## src/rtl/mii_rx_pkg.sv

```systemverilog
package mii_rx_pkg;

   localparam int          NIB_W       = 4;
   localparam int          BYTE_W      = 2 * NIB_W;
   localparam int          HDR_BYTES   = 14;
   localparam int          LT_HI_IDX   = 12;
   localparam int          LT_LO_IDX   = 13;
   localparam logic [3:0]  NIB_PRE     = 4'h5;
   localparam logic [3:0]  NIB_SFD_HI  = 4'hD;
   localparam logic [15:0] LT_TYPE_MIN = 16'h0600;
   localparam logic [31:0] CRC_POLY_R  = 32'hEDB88320;
   localparam logic [31:0] CRC_PRESET  = 32'hFFFFFFFF;
   localparam logic [31:0] CRC_GOOD    = 32'hDEBB20E3;

   typedef enum logic [1:0] {
      AL_IDLE,
      AL_PRE,
      AL_DATA,
      AL_HOLD
   } align_st_e;

   function automatic logic [31:0] crc_step_byte(input logic [31:0] c_in,
                                                 input logic [BYTE_W-1:0] d);
      logic [31:0] c;
      c = c_in;
      for (int b = 0; b < BYTE_W; b++) begin
         if (c[0] ^ d[b]) c = (c >> 1) ^ CRC_POLY_R;
         else             c = c >> 1;
      end
      return c;
   endfunction

endpackage

```

## src/rtl/mii_rx_align.sv

```systemverilog
module mii_rx_align
   import mii_rx_pkg::*;
(
   input  logic              clk,
   input  logic              rst_n,
   input  logic [NIB_W-1:0]  rxd,
   input  logic              rx_dv,
   input  logic              at_limit,
   output logic              start,
   output logic              busy,
   output logic              frame_end,
   output logic              trunc,
   output logic              byte_stb,
   output logic [BYTE_W-1:0] byte_val,
   output logic              phase_odd
);

   align_st_e        st_q, st_d;
   logic [NIB_W-1:0] prev_q;
   logic [NIB_W-1:0] low_q;
   logic             ph_q;
   logic             take;
   logic             sfd_hit;

   assign busy      = (st_q == AL_PRE) || (st_q == AL_DATA);
   assign start     = (st_q == AL_IDLE) && rx_dv;
   assign frame_end = busy && !rx_dv;
   assign trunc     = (st_q == AL_DATA) && rx_dv && at_limit;
   assign take      = (st_q == AL_DATA) && rx_dv && !at_limit;
   assign byte_stb  = take && ph_q;
   assign byte_val  = {rxd, low_q};
   assign phase_odd = ph_q;
   assign sfd_hit   = (st_q == AL_PRE) && rx_dv &&
                      (rxd == NIB_SFD_HI) && (prev_q == NIB_PRE);

   always_comb begin
      st_d = st_q;
      case (st_q)
         AL_IDLE: if (rx_dv) st_d = AL_PRE;
         AL_PRE:  if (!rx_dv) st_d = AL_IDLE;
                  else if (sfd_hit) st_d = AL_DATA;
         AL_DATA: if (!rx_dv) st_d = AL_IDLE;
                  else if (at_limit) st_d = AL_HOLD;
         AL_HOLD: if (!rx_dv) st_d = AL_IDLE;
         default: st_d = AL_IDLE;
      endcase
   end

   always_ff @(posedge clk) begin
      if (!rst_n) begin
         st_q   <= AL_IDLE;
         prev_q <= '0;
         low_q  <= '0;
         ph_q   <= 1'b0;
      end else begin
         st_q <= st_d;
         if (st_q == AL_IDLE || st_q == AL_PRE) prev_q <= rxd;
         if (start) ph_q <= 1'b0;
         if (take) begin
            if (!ph_q) low_q <= rxd;
            ph_q <= ~ph_q;
         end
      end
   end

endmodule

```

## src/rtl/mii_rx_crc32.sv

```systemverilog
module mii_rx_crc32
   import mii_rx_pkg::*;
(
   input  logic              clk,
   input  logic              rst_n,
   input  logic              init,
   input  logic              en,
   input  logic [BYTE_W-1:0] data,
   output logic              crc_ok
);

   logic [31:0] crc_q;

   always_ff @(posedge clk) begin
      if (!rst_n)    crc_q <= CRC_PRESET;
      else if (init) crc_q <= CRC_PRESET;
      else if (en)   crc_q <= crc_step_byte(crc_q, data);
   end

   assign crc_ok = (crc_q == CRC_GOOD);

endmodule

```

## src/rtl/mii_rx_wdog.sv

```systemverilog
module mii_rx_wdog #(
   parameter int LIMIT = 2048,
   parameter int CNT_W = $clog2(LIMIT + 1)
) (
   input  logic             clk,
   input  logic             rst_n,
   input  logic             clr,
   input  logic             inc,
   output logic [CNT_W-1:0] count,
   output logic             at_limit
);

   localparam logic [CNT_W-1:0] LIMIT_C = CNT_W'(LIMIT);

   logic [CNT_W-1:0] cnt_q;

   always_ff @(posedge clk) begin
      if (!rst_n)                     cnt_q <= '0;
      else if (clr)                   cnt_q <= '0;
      else if (inc && !at_limit)      cnt_q <= cnt_q + 1'b1;
   end

   assign count    = cnt_q;
   assign at_limit = (cnt_q == LIMIT_C);

endmodule

```

## src/rtl/mii_rx_status_mon.sv

```systemverilog
module mii_rx_status_mon
   import mii_rx_pkg::*;
#(
   parameter int WDOG_BYTES = 2048,
   localparam int CNT_W = $clog2(WDOG_BYTES + 1)
) (
   input  logic             clk,
   input  logic             rst_n,
   input  logic [3:0]       rxd,
   input  logic             rx_dv,
   input  logic             rx_er,
   output logic             stat_valid,
   output logic             stat_type,
   output logic             stat_runt,
   output logic             stat_rxerr,
   output logic             stat_dribble,
   output logic             stat_crcerr,
   output logic             stat_wdog,
   output logic             stat_last,
   output logic [CNT_W-1:0] stat_bytes
);

   localparam logic [CNT_W-1:0] HDR_C   = CNT_W'(HDR_BYTES);
   localparam logic [CNT_W-1:0] LT_HI_C = CNT_W'(LT_HI_IDX);
   localparam logic [CNT_W-1:0] LT_LO_C = CNT_W'(LT_LO_IDX);

   if (WDOG_BYTES < HDR_BYTES) begin : g_bad_limit
      $error("WDOG_BYTES must cover a full header");
   end
   if (NIB_W != 4) begin : g_bad_nib
      $error("nibble width must be 4");
   end

   logic              start, busy, frame_end, trunc, byte_stb, phase_odd;
   logic [BYTE_W-1:0] byte_val;
   logic              at_limit, crc_ok;
   logic [CNT_W-1:0]  cnt;
   logic [15:0]       lt_q;
   logic              er_q;

   mii_rx_align i_align (
      .clk       (clk),
      .rst_n     (rst_n),
      .rxd       (rxd),
      .rx_dv     (rx_dv),
      .at_limit  (at_limit),
      .start     (start),
      .busy      (busy),
      .frame_end (frame_end),
      .trunc     (trunc),
      .byte_stb  (byte_stb),
      .byte_val  (byte_val),
      .phase_odd (phase_odd)
   );

   mii_rx_crc32 i_crc (
      .clk    (clk),
      .rst_n  (rst_n),
      .init   (start),
      .en     (byte_stb),
      .data   (byte_val),
      .crc_ok (crc_ok)
   );

   mii_rx_wdog #(.LIMIT(WDOG_BYTES), .CNT_W(CNT_W)) i_wdog (
      .clk      (clk),
      .rst_n    (rst_n),
      .clr      (start),
      .inc      (byte_stb),
      .count    (cnt),
      .at_limit (at_limit)
   );

   always_ff @(posedge clk) begin
      if (!rst_n) begin
         lt_q <= '0;
         er_q <= 1'b0;
      end else begin
         if (start)                         er_q <= rx_er;
         else if (busy && rx_dv && rx_er)   er_q <= 1'b1;
         if (start)                         lt_q <= '0;
         else if (byte_stb && cnt == LT_HI_C) lt_q[15:8] <= byte_val;
         else if (byte_stb && cnt == LT_LO_C) lt_q[7:0]  <= byte_val;
      end
   end

   always_ff @(posedge clk) begin
      if (!rst_n) begin
         stat_valid   <= 1'b0;
         stat_type    <= 1'b0;
         stat_runt    <= 1'b0;
         stat_rxerr   <= 1'b0;
         stat_dribble <= 1'b0;
         stat_crcerr  <= 1'b0;
         stat_wdog    <= 1'b0;
         stat_last    <= 1'b0;
         stat_bytes   <= '0;
      end else begin
         stat_valid <= frame_end || trunc;
         if (frame_end || trunc) begin
            stat_bytes   <= cnt;
            stat_runt    <= (cnt < HDR_C);
            stat_type    <= (cnt >= HDR_C) && (lt_q >= LT_TYPE_MIN);
            stat_rxerr   <= er_q || (trunc && rx_er);
            stat_dribble <= frame_end && phase_odd;
            stat_crcerr  <= frame_end && !crc_ok;
            stat_wdog    <= trunc;
            stat_last    <= frame_end;
         end
      end
   end

endmodule

```

## config.mk

```make
export PLATFORM = sky130hd
export DESIGN_NAME = mii_rx_status_mon
export DESIGN_NICKNAME = d
export VERILOG_FILES = /design/src/rtl/mii_rx_pkg.sv /design/src/rtl/mii_rx_align.sv /design/src/rtl/mii_rx_crc32.sv /design/src/rtl/mii_rx_wdog.sv /design/src/rtl/mii_rx_status_mon.sv
export SDC_FILE = /design/constraint.sdc
export NUM_CORES = 1
export LEC_CHECK = 0
export BUFFER_PORTS_ARGS = -buffer_cell sky130_fd_sc_hd__buf_2
export CELL_PAD_IN_SITES_DETAIL_PLACEMENT = 0
export CELL_PAD_IN_SITES_GLOBAL_PLACEMENT = 1
export CORE_MARGIN = 5
export CORE_UTILIZATION = 43
export DETAILED_ROUTE_END_ITERATION = 7
export GPL_ROUTABILITY_DRIVEN = 0
export HOLD_SLACK_MARGIN = 0.12
export PLACE_DENSITY = 0.87
export SYNTH_ARGS = -nofsm -noshare
export SYNTH_HDL_FRONTEND = slang
export SYNTH_SLANG_ARGS = --single-unit
export TNS_END_PERCENT = 20
```

## constraint.sdc

```tcl
create_clock -name clk -period 1.87 [get_ports clk]
set_clock_uncertainty 0.05 [all_clocks]
set_input_delay 0.374 -clock clk [delete_from_list [all_inputs] [get_ports clk]]
set_output_delay 0.374 -clock clk [all_outputs]
set_load 0.05 [all_outputs]
```

==> Word-level counts from Yosys, hierarchy flattened <==
Index checks and enable logic that the tools add are counted.
{ "classes": {"eq_ne": 13, "order_cmp": 3, "n_div": 0, "n_bitwise": 19, "mux": 40, "shifts": 0, "mul": 0, "addsub": 1, "n_reduce_logical": 32} }
{ "ops": {"columns": ["op", "n"], "rows": [
  ["32-bit 2-to-1 mux", 29],
  ["13-bit NOT with 14-bit output", 8],
  ["32-bit equality test (second input constant)", 1],
  ["12-bit by 4-bit equality test with 1-bit output (second input constant)", 2],
  ["1-bit logical AND", 18],
  ["16-bit by 11-bit greater-or-equal comparator with 1-bit output (second input constant)", 1],
  ["12-bit by 1-bit adder with 12-bit output (second input constant)", 1],
  ["12-bit equality test (second input constant)", 1],
  ["12-bit by 4-bit greater-or-equal comparator with 1-bit output (second input constant)", 1],
  ["12-bit by 4-bit less-than comparator with 1-bit output (second input constant)", 1],
  ["2-bit 2-to-1 mux", 6],
  ["2-bit case mux with 4 select lines", 1],
  ["1-bit XOR", 8],
  ["3-bit by 2-bit != test with 1-bit output (second input constant)", 2],
  ["2-bit equality test (second input constant)", 2],
  ["4-bit by 3-bit equality test with 1-bit output (second input constant)", 1],
  ["4-bit equality test (second input constant)", 1],
  ["1-bit logical OR", 4],
  ["1-bit 2-to-1 mux", 4],
  ["2-bit != test (second input constant)", 2],
  ["2-bit AND reduction", 2],
  ["4-bit AND reduction", 1],
  ["2-bit nonzero test", 2],
  ["1-bit zero test", 3],
  ["4 further kinds", 6]
]} }
{ "word_totals": {"memories": 0, "latch_bits": 0, "mem_bits_ro": 0, "ramBits": 0, "out_inout_bits": 20, "reg_bits": 92} }

==> Logic depth before layout (Yosys ltp) <==
Gate-level depths: netlist (run 1).
{ "logic_depth": {"word_depth": 39, "mapped_depth": 9} }

==> Cells and area by module <==
From an unflattened synthesis (run 1), not the netlist that was laid out.
{ "hier_totals": {"hier_cells": 488, "hier_area_um2": 4461.8} }
{ "by_module_without_submodules": {"columns": ["mod", "area_per_inst_um2", "cells_per_inst", "seq_area_each_um2", "n_inst"], "rows": [
  ["mii_rx_crc32", 1991.9, 207, 640.6, 1],
  ["mii_rx_status_mon", 1157.4, 130, 560.5, 1],
  ["mii_rx_wdog", 671.9, 80, 240.2, 1],
  ["mii_rx_align", 640.6, 71, 220.2, 1]
]} }

==> Least setup slack after synthesis (run 1) <==
No wires, ideal clock.
{ "synth_timing": {"kind": "register to register", "startpoint": "register i_wdog.cnt_q[0], in the netlist i_wdog.count[0]", "endpoint": "register i_crc.crc_q[13]", "stages_incl_launch_ff": 7, "setup_time_ns": 0.141, "slack_ns": -0.189, "arrival_time_ns": 1.867, "path_buffers": 1, "period_less_slack_ns": 2.059, "path_cell_list": "dfxtp_1 > inv_1 > ha_1 > or4bb_1 > o31ai_4 > clkbuf_1 > o211ai_1"} }
{ "synth_between": {"elab_chain_len": 4} }
{ "synth_rtl": {"columns": ["element", "line_no", "source"], "rows": [
  ["start, declared", "mii_rx_wdog.sv:15", "logic [CNT_W-1:0] cnt_q;"],
  ["start signal, assigned", "mii_rx_wdog.sv:20", "else if (inc && !at_limit) cnt_q <= cnt_q + 1'b1;"],
  ["12-bit equality test", "mii_rx_wdog.sv:24", "assign at_limit = (cnt_q == LIMIT_C);"],
  ["1-bit zero test", "mii_rx_align.sv:29", "assign take = (st_q == AL_DATA) && rx_dv && !at_limit;"],
  ["1-bit logical AND", "mii_rx_align.sv:29", null],
  ["1-bit logical AND", "mii_rx_align.sv:30", "assign byte_stb = take && ph_q;"],
  ["end signal, assigned", "mii_rx_crc32.sv:17", "else if (en) crc_q <= crc_step_byte(crc_q, data);"],
  ["end, declared", "mii_rx_crc32.sv:12", "logic [31:0] crc_q;"]
]} }
Every way passes these cells.
A chain may end at the register's enable or synchronous reset.

==> Worst setup path in the final report (run 1) <==
{ "layout_timing": {"startpoint": "register i_wdog.cnt_q[1], in the netlist i_wdog.count[1]", "endpoint": "register i_align.st_q[0]"} }
{ "layout_between": {"elab_chain_len": 3} }
{ "layout_rtl": {"columns": ["element", "line_no", "source"], "rows": [
  ["12-bit equality test", "mii_rx_wdog.sv:24", null],
  ["3-bit by 2-bit != test with 1-bit output (no source line)", null, null],
  ["4-bit AND reduction (no source line)", null, null],
  ["end signal, assigned", "mii_rx_align.sv:56", "st_q <= st_d;"],
  ["end, declared", "mii_rx_align.sv:18", "align_st_e st_q, st_d;"]
]} }
Every way passes these cells.

==> flow_metrics.tcl, run 1 <==
set metrics [dict create \
    via_per_inst 5.465 \
    start_kind "register" \
    crit_family "compound AO/OA/AOI/OAI gates" \
    htree_levels 3 \
    cts_made_buffers 9 \
    status "finished, violations left" \
    use_met2_pct 28.16 \
    cts_tree "yes" \
    io_buffers 27 \
    wl_per_cell_um 16.82 \
    antenna_found_initial 0 \
    drt_drc_violations_left 0 \
    drt-total-wl_mm 11.18 \
    ys_seq_area_share_pct 37.80 \
    r2r_slack_ps -80 \
    first_global_vias 3480 \
    ys_types 57 \
    grt_usage_pct 17.45 \
    grt-ovfl-total 0 \
    cts_root_buffer "clkbuf_8" \
    crit_cells 8 \
    grt_pass1_wl_mm 17.70 \
    p_per_area_mw_per_mm2 641.5 \
    rsz0062_at_grt "true" \
    die_y_um 111.1 \
    dr_total_vias 3634 \
    cts_sinks 83 \
    cp_num_buf_inv 3 \
    p_leak_nw 2.396 \
    nNetsFinal 539 \
    start_util_pct 43.35 \
    finalSetupTns_ps -1663 \
    synth_top_family_by_area "XOR/XNOR gates" \
    cts_hold_buf 0 \
    syn_inst 450 \
    hold_class "primary input to register" \
    drt_iter0_markers 287 \
    io_pins 28 \
    synth-simple-area-share_pct 14.80 \
    final_cell_count_no_fill 665 \
    diodes 0 \
    synth_ff_type "dfxtp_1" \
    clk_pin_slew_ps 90 \
    setup_viol 37 \
    ys_seq_elements 83 \
    worstSetupStartpoint "i_wdog.count[1]" \
    worst_skew_pair.late_latency_ps 370 \
    final_cell_mix "dfxtp_1, buf_4, nand2_1" \
    place_hpwl_mm 7.560 \
    grt_max_degree 32 \
    critPathRequiredTime_ps 2100 \
    busiest_layer "met2" \
    r2r-end "i_align.st_q[0]" \
    r2r_start "i_wdog.count[1]" \
    arrival_ps 2180 \
    num_rows 37 \
    hold_start "rx_er" \
    cp_max_fo 4 \
    pre_cts_ws_ps -99.32 \
    relSlewSlack_pct 57.50 \
    die_w_um 111.1 \
    dpl.cell_count 642 \
    violations "negative setup slack" \
    grt_use_met3_pct 3.493 \
    layout_commonest_cell "dfxtp_1" \
    drt_pass1_iterations 4 \
    yosysWarnings 0 \
    finalCriticalPeriod_ps 1951 \
    rr_worst_depth 8 \
    power_mw 3.607 \
    min_period_over_period_pct 104.3 \
    clock.fmax_ghz 0.5125 \
    yosys.area_share.adder_pct 1.993 \
    area_growth_pct 27.92 \
    ant_nets 0 \
    tightest_slew_ps 634.3 \
    die-area_mm2 0.01234 \
    setup_ws_ps -81.09 \
    synth_compound_area_share_pct 15.94 \
    crit_end "i_align.st_q[0]" \
    synth_fp_nets 465 \
    drv_cap 0 \
    peakVddDrop_mv 0.3621 \
    hold_viol_final 0 \
    fin_util_pct 55.46 \
    critPathKind "register to register" \
    synth.mux.area_fraction_pct 2.505 \
    crit_slowest_cell "or4bb_4" \
    drive_above_1_share_pct 31.95 \
    core_area_mm2 0.01014 \
    synth_edf_count 0 \
    synthXorXnorAreaFrac_pct 22.46 \
    cpMostUsedCell "buf_6" \
    crit_path_max_incr_delay_ps 490 \
    cts_buffer_depth 2 \
    cp_cell_sequence "inv_4, ha_4, or4bb_4, buf_6, o31ai_4, buf_6, a31oi_1, a311oi_1" \
    grtUsageMet1_pct 23.35 \
    synthArstFlopShare_pct 0 \
    syn-cell-area_mm2 0.004395 \
    syn_avg_cell_area_um2 9.768 \
    crit_path_end_kind "register" \
    final_max_slew_viol_count 0 \
]
## timing repair
| item | 4_1_cts | 5_1_grt |
|---|---|---|
| gates cloned | 2 | 4 |
| gates resized for setup | 7 | 51 |
| setup endpoints to repair | 57 | 65 |
| pin swaps | 2 | 20 |
| buffers inserted | 1 | 1 |
## logic make-up (layout without fill, tap and decap cells)
group / Yosys count / count (layout)
compound gates: 112 / 112
xor+xnor: 69 / 69
fa+ha+maj: 7 / 7
buf+inv: 43 / 122
flops: 83 / 83
mux: 11 / 11
simple gates: 125 / 125
## tightest hold or removal path, delay by kind of cell
family          cells  cell delay, ps
buf+inv             1             110
compound gates      2             140
## power breakdown
part / switching (mW) / internal [mW] / leakage (nW)
clock: 0.694 / 0.662 / 0.100
combinational: 0.245 / 0.212 / 1.62
sequential: 0.0108 / 1.78 / 0.673
## sequential cells by signal, indices dropped and copies added (netlist names), 2 cells and up
name / cells
i_align.low_q: 4
i_align.prev_q: 4
i_align.st_q: 2
i_crc.crc_q: 32
i_wdog.count: 12
lt_q: 7
stat_bytes: 12
## cell type report
cell class	count	area, um^2
inverter	12	50.05
fill	843	4516
clock buffer	11	141.4
timing repair buffer	94	769.5
multi-input combinational	324	2764
tap	136	170.2
sequential	83	1668
clock inverter	5	60.06
## Yosys cell counts, types with 11 or more instances
| cell type | number | share of area (%) |
|---|---|---|
| a21oi_1 | 40 | 4.6 |
| clkbuf_1 | 20 | 1.7 |
| dfxtp_1 | 83 | 38 |
| inv_1 | 11 | 0.94 |
| mux2i_1 | 11 | 2.5 |
| nand2_1 | 40 | 3.4 |
| nand4_1 | 14 | 2.0 |
| nor2_1 | 31 | 2.6 |
| o211ai_1 | 19 | 3.2 |
| o21ai_0 | 23 | 2.6 |
| xnor2_1 | 21 | 4.2 |
| xnor3_1 | 15 | 7.7 |
| xor2_1 | 18 | 3.6 |
## routing by layer
| layer | share of wire [%] | wire length (um) | vias up |
|---|---|---|---|
| li1 | - | - | 1763 |
| met1 | 46 | 5143 | 1790 |
| met2 | 49 | 5431 | 66 |
| met3 | 3.8 | 421 | 15 |
| met4 | 1.7 | 187 | 0 |
| met5 | 0 | 0 | - |
## worst min-delay path by stage
stage	endpoint	slack (ps)	cells past startpoint
after floorplan	i_align.prev_q[1]	380	2
after global placement	i_align.prev_q[3]	390	2
after detailed placement	i_align.prev_q[1]	390	2
after CTS	er_q	230	3
after global routing	er_q	240	3
final	er_q	240	3
## stage by stage
| stage | instance area, um^2 | hold WS (ps) |
|---|---|---|
| global placement | 5050 | 386.8 |
| finish | 5623 | 244.3 |
| CTS | 5333 | 228.5 |
| global route | 5623 | 244.0 |
| floorplan | 4469 | 376.7 |
| detailed placement | 5050 | 391.4 |
Note: power is estimated with default switching activity, not from simulation.
==> run 2: changes to the inputs <==
PLACE_DENSITY = not set   (was 0.87)
PLACE_DENSITY_LB_ADDON = 0.1   (was not set)
SLEW_MARGIN = 15   (was not set)
==> flow_metrics.tcl, run 2 (synthesized netlist as in run 1, its figures left out) <==
set metrics [dict create \
    r2r_start "i_wdog.count[10]" \
    setup_viol 34 \
    drive_above_1_share_pct 28.49 \
    status "finished, violations left" \
    grt_pass1_wl_mm 17.86 \
    hold_start "rx_er" \
    cts_hold_buf 0 \
    setup_ws_ps -69.57 \
    cts_sinks 83 \
    peakVddDrop_mv 0.4375 \
    crit_family "simple AND/OR/NAND/NOR gates" \
    grt_max_degree 23 \
    cp_cell_sequence "or4_4, buf_4, o31ai_4, buf_6, buf_12, o211ai_1" \
    cts_root_buffer "clkbuf_8" \
    power_mw 3.573 \
    drt_drc_violations_left 0 \
    io_pins 28 \
    io_buffers 27 \
    p_per_area_mw_per_mm2 649.2 \
    wl_per_cell_um 15.89 \
    largest_reg_flops 32 \
    hold_end "er_q" \
    start_kind "register" \
    grt_usage_pct 17.80 \
    place_hpwl_mm 8.199 \
    start_util_pct 43.35 \
    cp_max_fo 16 \
    dr_total_vias 3495 \
    clk_pin_slew_ps 90 \
    finalSetupTns_ps -1507 \
    drt_iter0_markers 212 \
    crit_path_end_kind "register" \
    ant_nets 0 \
    diodes 0 \
    drv_cap 0 \
    relSlewSlack_pct 63.93 \
    hold_viol_final 0 \
    cts_tree "yes" \
    fin_util_pct 54.29 \
    min_period_over_period_pct 103.7 \
    rsz0062_at_grt "true" \
    finalCriticalPeriod_ps 1940 \
    cts_made_buffers 9 \
    crit_slowest_cell "or4_4" \
    violations "negative setup slack" \
    nNetsFinal 547 \
    via_per_inst 5.193 \
    antenna_found_initial 0 \
    hold_class "primary input to register" \
    rr_worst_depth 6 \
    drt_pass1_iterations 5 \
    die_y_um 111.1 \
    worst_skew_pair.late_latency_ps 370 \
    grt-ovfl-total 0 \
    p_leak_nw 2.423 \
    holdWs_ps 255.3 \
    htree_levels 3 \
    die-area_mm2 0.01234 \
    first_global_vias 3528 \
    core_area_mm2 0.01014 \
    num_rows 37 \
    tightest_slew_ps 538.4 \
    max_flop_register "i_crc.crc_q" \
    layout_commonest_cell "dfxtp_1" \
    clock.fmax_ghz 0.5156 \
    critPathRequiredTime_ps 2060 \
    cts_buffer_depth 2 \
    r2r_slack_ps -70 \
    arrival_ps 2130 \
    crit_path_max_incr_delay_ps 550 \
    whs_path_depth 3 \
    area_growth_pct 25.22 \
    drt-total-wl_mm 10.70 \
    final_max_slew_viol_count 0 \
    r2r-end "i_crc.crc_q[9]" \
    critPathKind "register to register" \
    final_cell_mix "dfxtp_1, buf_4, nand2_1, a21oi_1, nor2_1" \
    die_w_um 111.1 \
    cp_num_buf_inv 3 \
]
[run 2: cell types whose count changed in the layout (fill, tap and decap cells not counted), moves of 6 or more]
cell     before  now
a21oi_1      33   40
a21oi_2       7    0
buf_4        55   67
nand2_1      34   40
[run 2: worst max-delay path by stage]
| stage | from | end | slack [ps] | cells past startpoint |
|---|---|---|---|---|
| after floorplan | i_wdog.count[7] | lt_q[10] | -140 | 7 |
| after global placement | i_wdog.count[1] | i_crc.crc_q[29] | -50 | 7 |
| after detailed placement | i_wdog.count[1] | i_crc.crc_q[29] | -100 | 7 |
| after CTS | i_wdog.count[10] | i_crc.crc_q[30] | -70 | 7 |
| after global routing | i_wdog.count[10] | i_crc.crc_q[2] | -160 | 7 |
| final | i_wdog.count[10] | i_crc.crc_q[9] | -70 | 6 |
[run 2: metal layers]
metal | GRT usage [%] | routed length (um) | vias up
met1 | 22.14 | 4790 | 1659
met5 | 0 | 0 | -
li1 | - | - | 1776
met2 | 30.78 | 5440 | 47
met4 | 5.596 | 143 | 0
met3 | 3.876 | 321 | 13
[run 2: tightest hold or removal path: stages]
cell	delay, ps
buf_2	110
o211ai_1	80
a21oi_1	60
[run 2: cell type report]
cell class | count | area, um^2
fillers | 922 | 4634
multi-input cells | 324 | 2624
flip-flops and latches | 83 | 1669
repair buffers | 102 | 785.8
clock buffers | 13 | 190.2
well taps | 136 | 170.2
inverters | 12 | 47.55
clock inverters | 3 | 17.52
[run 2: power breakdown]
part	leakage, nW	switching (mW)	internal (mW)
logic	1.64	0.237	0.213
clock network	0.107	0.661	0.668
registers	0.674	0.0100	1.78
total	2.42	0.908	2.67
[run 2: metrics by stage]
stage	area (um^2)	std cells	worst slack (ps)
floorplan	4469	450	-143.8
global placement	5177	654	-50.83
detailed placement	5177	654	-97.35
CTS	5410	671	-67.35
global route	5504	673	-162.0
finish	5504	673	-69.57
[run 2: timing repair]
item	in CTS	in global routing
resized for setup	7	11
setup endpoints to repair	53	65
cloned	0	1
pin swaps	4	2
setup buffers	1	1
==> run 3: changes to the inputs <==
CORE_UTILIZATION = 51   (was 43)
clock period = 2.4 ns   (was 1.87 ns; I/O delays follow)
==> flow_metrics.tcl, run 3 (synthesized netlist as in run 1, its figures left out) <==
set metrics [dict create \
    cts_buffer_depth 2 \
    cpMostUsedCell "buf_12" \
    p_leak_nw 2.136 \
    wl_per_cell_um 16.68 \
    hold_viol_final 0 \
    first_global_vias 3256 \
    io_buffers 27 \
    drive_above_1_share_pct 17.59 \
    cp_max_fo 39 \
    rsz0062_at_grt "false" \
    min_period_over_period_pct 91.56 \
    p_int_mw 2.039 \
    dr_total_vias 3361 \
    nNetsFinal 499 \
    pre_cts_ws_ps 164.6 \
    drv_cap 0 \
    power_switching_mw 0.6767 \
    finalSetupTns_ps 0 \
    largest_reg_flops 32 \
    cts_sinks 83 \
    setup_viol 0 \
    finalCriticalPeriod_ps 2197 \
    peakVddDrop_mv 0.2766 \
    core_area_mm2 0.008299 \
    setup_ws_ps 202.7 \
    die-area_mm2 0.01058 \
    fin_util_pct 59.67 \
    io_pins 28 \
    p_sw_share_pct 24.92 \
    crit_family "simple AND/OR/NAND/NOR gates" \
    start_util_pct 52.96 \
    status "finished, final reports clean" \
    antenna_found_initial 0 \
    cts_root_buffer "clkbuf_8" \
    arrival_ps 2420 \
    htree_levels 3 \
    cts-resized-gates 0 \
    clk_pin_slew_ps 80 \
    die_w_um 102.8 \
    grt_usage_pct 20.31 \
    drt_drc_violations_left 0 \
    worst_skew_pair.late_latency_ps 350 \
    cts_hold_buf 0 \
    layout_commonest_cell "dfxtp_1" \
    hold_class "primary input to register" \
    p_per_area_mw_per_mm2 548.4 \
    seq_power_share_pct 51.5 \
    p_comb_share_pct 11.4 \
    clkPwrFrac_pct 37.0 \
    final_max_slew_viol_count 0 \
    clock.fmax_ghz 0.4551 \
    drt_pass1_iterations 5 \
    grt_max_degree 40 \
    cts_tree "yes" \
    post_cts_buffers 0 \
    crit_path_max_incr_delay_ps 600 \
    critPathKind "register to register" \
    grt-ovfl-total 0 \
    max_flop_register "i_crc.crc_q" \
    grt_pass1_wl_mm 16.68 \
    crit_path_end_kind "register" \
    cp_num_buf_inv 3 \
    holdWs_ps 353.1 \
    via_per_inst 5.658 \
    place_hpwl_mm 7.308 \
    relSlewSlack_pct 66.09 \
    dpl.cell_count 578 \
    critPathRequiredTime_ps 2620 \
    die_y_um 102.8 \
    drt_iter0_markers 155 \
    ant_nets 0 \
    area_growth_pct 12.67 \
    start_kind "register" \
    num_rows 33 \
    final_cell_count_no_fill 594 \
    diodes 0 \
    final_cell_mix "dfxtp_1, nand2_1, a21oi_1" \
    cp_cell_sequence "inv_1, ha_1, or4bb_1, o31ai_4, buf_12, buf_12, nand2_1, o211ai_1" \
    tightest_slew_ps 502.2 \
    crit_slowest_cell "or4bb_1" \
    drt-total-wl_mm 9.905 \
    cts_made_buffers 9 \
]
-- run 3: tightest hold or removal path, delay by kind of cell --
kind,cells,cell delay [ps]
AOI/OAI and AO/OA,2,120
buffers and inverters,1,110
-- run 3: worst paths after layout --
kind,from,endpoint,slack [ps],cells after the start
worst max-delay path,i_wdog.count[0],i_crc.crc_q[6],200,8
worst min-delay path,rst_n,i_align.st_q[0],350,3
worst max register to register,i_wdog.count[0],i_crc.crc_q[6],200,8
worst min register to register,i_align.prev_q[3],i_align.prev_q[3],400,2
-- run 3: metrics by stage --
stage,power [mW],cell area [um^2]
4_1_cts,2.757,4952
2_1_floorplan,1.654,4395
6_report,2.716,4952
3_5_place_dp,1.744,4757
3_3_place_gp,1.741,4757
5_1_grt,2.859,4952
-- run 3: layout make-up --
class	count	area, um^2
Timing Repair Buffer	54	375.4
Inverter	12	45.04
Clock inverter	4	50.05
Fill cell	743	3347
Tap cell	105	131.4
Sequential cell	83	1662
Clock buffer	12	145.1
Multi-Input combinational cell	324	2544
-- run 3: per-layer routing --
layer | GRT usage, % | share of wire (%) | wire length (um)
met1 | 31.15 | 52 | 5148
met2 | 28.90 | 43 | 4293
met3 | 3.045 | 3.4 | 332
met4 | 7.271 | 1.3 | 130
met5 | 0 | 0 | 0
-- run 3: power groups by stage --
| stage | Clock [mW] | Sequential (mW) | Combinational [mW] |
|---|---|---|---|
| global placement | 0 | 1.43 | 0.309 |
| global route | 1.12 | 1.40 | 0.333 |
| floorplan | 0 | 1.45 | 0.202 |
| detailed placement | 0 | 1.43 | 0.311 |
| CTS | 1.04 | 1.40 | 0.312 |
| finish | 1.01 | 1.40 | 0.311 |
